`config.mk`:
```
export PLATFORM = sky130hd
export DESIGN_NAME = erase_status_gen
export DESIGN_NICKNAME = d
export VERILOG_FILES = /design/src/rtl/esf_pkg.sv /design/src/rtl/esf_mode_fsm.sv /design/src/rtl/esf_toggle.sv /design/src/rtl/esf_rd_mux.sv /design/src/rtl/erase_status_gen.sv
export SDC_FILE = /design/constraint.sdc
export NUM_CORES = 1
export LEC_CHECK = 0
export ABC_AREA = 1
export BUFFER_PORTS_ARGS = -buffer_cell sky130_fd_sc_hd__buf_2
export CORE_MARGIN = 1.5
export CORE_UTILIZATION = 33
export DETAILED_ROUTE_END_ITERATION = 12
export GPL_TIMING_DRIVEN = 1
export PLACE_DENSITY_LB_ADDON = 0.08
export RECOVER_POWER = 50
export SYNTH_ARGS = -nofsm -noshare
export SYNTH_HDL_FRONTEND = slang
export SYNTH_SLANG_ARGS = --single-unit
```
`constraint.sdc`:
```
create_clock -name clk -period 2.7 [get_ports clk]
set_clock_uncertainty 0.1 [all_clocks]
set_input_delay 0.135 -clock clk [delete_from_list [all_inputs] [get_ports clk]]
set_output_delay 0.135 -clock clk [all_outputs]
set_load 0.01 [all_outputs]
```
`src/rtl/esf_pkg.sv`:
```
package esf_pkg;
    typedef enum logic [2:0] {
        ST_READY = 3'd0,
        ST_PROG  = 3'd1,
        ST_ERASE = 3'd2,
        ST_SUSP  = 3'd3,
        ST_FAULT = 3'd4
    } esf_state_t;

    localparam logic [2:0] MODE_IDLE  = 3'd0;
    localparam logic [2:0] MODE_PROG  = 3'd1;
    localparam logic [2:0] MODE_ERASE = 3'd2;
    localparam logic [2:0] MODE_SUSP  = 3'd3;
    localparam logic [2:0] MODE_FAIL  = 3'd4;
endpackage

```
`src/rtl/esf_mode_fsm.sv`:
```
module esf_mode_fsm
    import esf_pkg::*;
(
    input  logic       clk,
    input  logic       rst_n,
    input  logic [2:0] sched_mode,
    output esf_state_t state
);
    esf_state_t state_nx;

    always_ff @(posedge clk or negedge rst_n) begin
        if (!rst_n) state <= ST_READY;
        else        state <= state_nx;
    end

    always_comb begin
        state_nx = state;
        unique case (state)
            ST_READY: begin
                if (sched_mode == MODE_PROG)       state_nx = ST_PROG;
                else if (sched_mode == MODE_ERASE) state_nx = ST_ERASE;
            end
            ST_PROG: begin
                if (sched_mode == MODE_IDLE)       state_nx = ST_READY;
                else if (sched_mode == MODE_FAIL)  state_nx = ST_FAULT;
            end
            ST_ERASE: begin
                if (sched_mode == MODE_IDLE)       state_nx = ST_READY;
                else if (sched_mode == MODE_SUSP)  state_nx = ST_SUSP;
                else if (sched_mode == MODE_FAIL)  state_nx = ST_FAULT;
            end
            ST_SUSP: begin
                if (sched_mode == MODE_ERASE)      state_nx = ST_ERASE;
                else if (sched_mode == MODE_IDLE)  state_nx = ST_READY;
            end
            ST_FAULT: begin
                if (sched_mode == MODE_IDLE)       state_nx = ST_READY;
            end
            default: state_nx = ST_READY;
        endcase
    end
endmodule

```
`src/rtl/esf_toggle.sv`:
```
module esf_toggle
    import esf_pkg::*;
(
    input  logic       clk,
    input  logic       rst_n,
    input  logic       rd_oe_n,
    input  logic       hit,
    input  esf_state_t state,
    output logic       tgl_a,
    output logic       tgl_b
);
    logic oe_n_q;
    logic rd_done;
    logic busy_run;

    assign rd_done  = rd_oe_n & ~oe_n_q;
    assign busy_run = (state == ST_PROG) || (state == ST_ERASE) || (state == ST_FAULT);

    always_ff @(posedge clk or negedge rst_n) begin
        if (!rst_n) begin
            oe_n_q <= 1'b1;
            tgl_a  <= 1'b0;
            tgl_b  <= 1'b0;
        end else begin
            oe_n_q <= rd_oe_n;
            if (rd_done && hit && busy_run)
                tgl_a <= ~tgl_a;
            if (rd_done && hit && (state == ST_SUSP))
                tgl_b <= ~tgl_b;
        end
    end
endmodule

```
`src/rtl/esf_rd_mux.sv`:
```
module esf_rd_mux
    import esf_pkg::*;
#(
    parameter int DATA_W = 8,
    parameter int POS_A  = 6,
    parameter int POS_B  = 2
) (
    input  esf_state_t        state,
    input  logic              hit,
    input  logic [DATA_W-1:0] arr_data,
    input  logic              tgl_a,
    input  logic              tgl_b,
    output logic [DATA_W-1:0] rd_data,
    output logic              rb_val,
    output logic              rb_oe
);
    logic [DATA_W-1:0] stat_word;

    for (genvar i = 0; i < DATA_W; i++) begin : g_bit
        if (i == POS_A) begin : g_a
            assign stat_word[i] = tgl_a;
        end else if (i == POS_B) begin : g_b
            assign stat_word[i] = tgl_b;
        end else begin : g_z
            assign stat_word[i] = 1'b0;
        end
    end

    always_comb begin
        rd_data = arr_data;
        rb_oe   = 1'b0;
        rb_val  = 1'b1;
        unique case (state)
            ST_READY: ;
            ST_SUSP: begin
                if (hit) rd_data = stat_word;
            end
            ST_PROG, ST_ERASE, ST_FAULT: begin
                if (hit) rd_data = stat_word;
                rb_oe  = 1'b1;
                rb_val = 1'b0;
            end
            default: ;
        endcase
    end
endmodule

```
`src/rtl/erase_status_gen.sv`:
```
module erase_status_gen
    import esf_pkg::*;
#(
    parameter int DATA_W = 8,
    parameter int BLK_W  = 3,
    parameter int POS_A  = 6,
    parameter int POS_B  = 2
) (
    input  logic                  clk,
    input  logic                  rst_n,
    input  logic [2:0]            sched_mode,
    input  logic [(1<<BLK_W)-1:0] sel_blk,
    input  logic [BLK_W-1:0]      rd_blk,
    input  logic                  rd_oe_n,
    input  logic [DATA_W-1:0]     arr_data,
    output logic [DATA_W-1:0]     rd_data,
    output logic                  rb_val,
    output logic                  rb_oe
);
    localparam int NUM_BLK = 1 << BLK_W;

    esf_state_t st;
    logic       hit;
    logic       tgl_a;
    logic       tgl_b;
    logic [NUM_BLK-1:0] blk_dec;

    assign blk_dec = sel_blk >> rd_blk;
    assign hit     = blk_dec[0];

    esf_mode_fsm u_fsm (
        .clk        (clk),
        .rst_n      (rst_n),
        .sched_mode (sched_mode),
        .state      (st)
    );

    esf_toggle u_tgl (
        .clk     (clk),
        .rst_n   (rst_n),
        .rd_oe_n (rd_oe_n),
        .hit     (hit),
        .state   (st),
        .tgl_a   (tgl_a),
        .tgl_b   (tgl_b)
    );

    esf_rd_mux #(
        .DATA_W (DATA_W),
        .POS_A  (POS_A),
        .POS_B  (POS_B)
    ) u_mux (
        .state    (st),
        .hit      (hit),
        .arr_data (arr_data),
        .tgl_a    (tgl_a),
        .tgl_b    (tgl_b),
        .rd_data  (rd_data),
        .rb_val   (rb_val),
        .rb_oe    (rb_oe)
    );
endmodule

```
==> flow_metrics.env <==
export IMPL_synth_avg_cell_area_um2=5.79
export IMPL_post_synth_instance_area_um2=597
export IMPL_crit_type="register to primary output"
export IMPL_cts_made_buffers=3
export IMPL_critical_path_buf_inv_count=2
export IMPL_post_route_drc_count=0
export IMPL_grt_max_degree=11
export IMPL_layout_common_cells="33 x sky130_fd_sc_hd__buf_2, 31 x sky130_fd_sc_hd__nand2_1, 29 x sky130_fd_sc_hd__inv_1"
export IMPL_detail_route_first_pass_iterations=4
export IMPL_grt_pass1_vias=555
export IMPL_synth_cell_types=21
export IMPL_power_combinational_fraction=0.635
export IMPL_finalSetupTns_ns=0
export IMPL_slowest_stage="sky130_fd_sc_hd__dfrtp_1"
export IMPL_timing_rr_start="u_fsm.state[0]"
export IMPL_cts_reportedPaths_clkPinSlew_ns=0.04
export IMPL_finalMaxSlewViolations=0
export IMPL_avg_vias_per_cell=4.25
export IMPL_cts_htree_levels=1
export IMPL_dieHeight_um=45.5
export IMPL_layout_cells_most_common="sky130_fd_sc_hd__buf_2"
export IMPL_hold_depth=4
export IMPL_final_layout_size_suffix_gt1_frac=0.308
export IMPL_timing_max_cap_violations=0
export IMPL_design_power_total_mw=0.650
export IMPL_detail_route_antenna_nets=0
export IMPL_ios=35
export IMPL_cts_sink_cnt=6
export IMPL_power_switching_share=0.483
export IMPL_critPathTopFamily="simple AND/OR/NAND/NOR gates"
export IMPL_worst_pin_slew_ns=0.365
export IMPL_finalHoldViolations=0
export IMPL_slew_limit_headroom=0.754
export IMPL_gp_congestion=0.944
export IMPL_cp_num_cells=8
export IMPL_cts_max_path_buffers=2
export IMPL_nets=169
export IMPL_dpl_cell_area_um2=798
export IMPL_drt_iter0_drc=9
export IMPL_worst_endpoint_arrival_ns=1.52
export IMPL_setup_viol_count_final=0
export IMPL_worstPathCellList="nor2_1 -> nand2_1 -> inv_1 -> nor2_4 -> nand2_4 -> nand2_1 -> o21ai_2 -> buf_2"
export IMPL_final_core_utilization=0.492
export IMPL_starting_density_of_the_core=0.349
export IMPL_worstHoldStart="sched_mode[1]"
export IMPL_synth_warning_count=0
export IMPL_diodes=0
export IMPL_gr_usage_all_layers=0.137
export IMPL_setup_ws_pre_cts_ns=1.28
export IMPL_ys_seq_area_frac=0.254
export IMPL_power_density_nw_per_um2=774
export IMPL_die_area_um2=2070
export IMPL_layout_area_overhead_vs_synth_pct=40.9
export IMPL_cp_start_kind="register"
export IMPL_min_to="u_fsm.state[0]"
export IMPL_min_path_type="input port to register"
export IMPL_crit_path_max_incr_delay_ns=0.38
export IMPL_routedWlPerCell_um=8.04
export IMPL_finalWorstPathRequiredPeriod_ns=1.75
export IMPL_r2r_end="u_fsm.state[1]"
export IMPL_grt_setup_unrepaired="no"
export IMPL_synth_ff_latch_count=6
export IMPL_clk_root_buffer_cell="sky130_fd_sc_hd__clkbuf_4"
export IMPL_power_share_sequential=0.233
export IMPL_maxClockFrequency_ghz=0.571
export IMPL_p_leak_nw=0.541
export IMPL_cts_tree="yes"
export IMPL_min_period_over_period=0.649
export IMPL_cts_repair_timing_setup_buffer_count=0
export IMPL_number_of_input_and_output_port_buffers_inserted=34
export IMPL_route_final_wire_length_mm=1.35
export IMPL_depth_of_the_worst_register_to_register_path=6
export IMPL_grt_antenna_before_repair=0
export IMPL_cts_hold_buffers_added=2
export IMPL_synthesized_instance_count=103
export IMPL_status="completed"
export IMPL_worstPathMaxFanout=10
export IMPL_netSwitchingPower_mw=0.314
export IMPL_area_inside_the_core_boundary_um2=1710
export IMPL_maximum_vdd_drop_mv=0.495
export IMPL_clock_latency_ns=0.24
export IMPL_rows=15
export IMPL_cp_common_cell="sky130_fd_sc_hd__nand2_1"
export IMPL_regArea_um2=151
export IMPL_fin_area_um2=841
export IMPL_power_clock_fraction=0.132
export IMPL_vias=714
export IMPL_worst_setup_path_end_kind="primary output"
export IMPL_reg2reg_slack_ns=1.27
export IMPL_critical_path_required_ns=2.47
export IMPL_hpwl_mm=1.15
export IMPL_grt_overflow_total=0
export IMPL_internal_power_mw=0.336
export IMPL_postSynthNetCount=128
export IMPL_fp_dieW_um=45.5
export IMPL_setup_slack_ns=0.948
export IMPL_num_fill_cells=196
export IMPL_cts_repair_resize_count=0
export IMPL_area_of_combinational_cells_with_multiple_inputs_um2=330
export IMPL_first_pass_grt_wire_length_mm=2.04
==> sequential cells by signal, summed over array words and instances, names as in the netlist <==
signal / count
u_tgl.tgl_a: 1
u_fsm.state: 3
u_tgl.tgl_b: 1
u_tgl.oe_n_q: 1
==> metal layers <==
layer  global-route usage  wire (um)  part of all wire
met5                    0          0                 0
met4                0.100          8            0.0059
met3               0.0317         76             0.056
met2                0.214        660              0.49
met1                0.162        606              0.45
==> worst min-delay path: cells and delay by family <==
family                 cells  cell delay [ns]
buffers and inverters      2             0.16
AO/OA/AOI/OAI              2             0.15
==> cells in the mapped netlist (all sizes together) <==
library cell / number / area, um^2
inv: 30 / 113
dfrtp: 5 / 125
o311ai: 1 / 8.76
dfstp: 1 / 26.3
o21ai: 3 / 22.5
a31oi: 1 / 6.26
a21oi: 4 / 20.0
nor3: 1 / 5.00
o211ai: 1 / 7.51
nor2: 7 / 36.3
a22oi: 1 / 7.51
nand2: 33 / 134
nand3: 11 / 60.1
nand4: 4 / 25.0
==> how the worst max path moves through the flow <==
| stage | endpoint | from | slack, ns |
|---|---|---|---|
| after floorplan | rd_data[2] | u_fsm.state[0] | 1.46 |
| after global placement | rd_data[6] | u_fsm.state[0] | 1.32 |
| after detailed placement | rd_data[2] | u_fsm.state[0] | 1.28 |
| after CTS | rd_data[2] | u_fsm.state[0] | 1.02 |
| after global routing | rd_data[2] | u_fsm.state[0] | 0.76 |
| final | rd_data[2] | u_fsm.state[0] | 0.95 |
==> layout make-up <==
type                            count  share of cell area
Timing Repair Buffer               36               0.225
Clock buffer                        4              0.0313
Sequential cell                     6               0.180
Tap cell                           25              0.0372
Inverter                           30               0.134
Multi-Input combinational cell     67               0.393
==> metrics by stage <==
step	instances	hold WS, ns
CTS	168	0.133
floorplan	103	-0.261
global route	168	0.198
finish	168	0.151
detailed placement	162	-0.139
global placement	162	-0.140
==> power groups by stage <==
stage	logic (mW)	registers, mW	clock network, mW
after global routing	0.476	0.156	0.0917
final	0.413	0.151	0.0859
after detailed placement	0.415	0.156	0
after CTS	0.419	0.154	0.0908
after floorplan	0.290	0.152	0
after global placement	0.421	0.156	0
==> kinds of logic after synthesis <==
group / after synthesis / share of synthesized area
DFF: 6 / 0.254
buffers and inverters: 30 / 0.189
AOI/OAI and AO/OA: 11 / 0.122
and+or+nand+nor: 56 / 0.436
(Power assumes the default switching activity.)
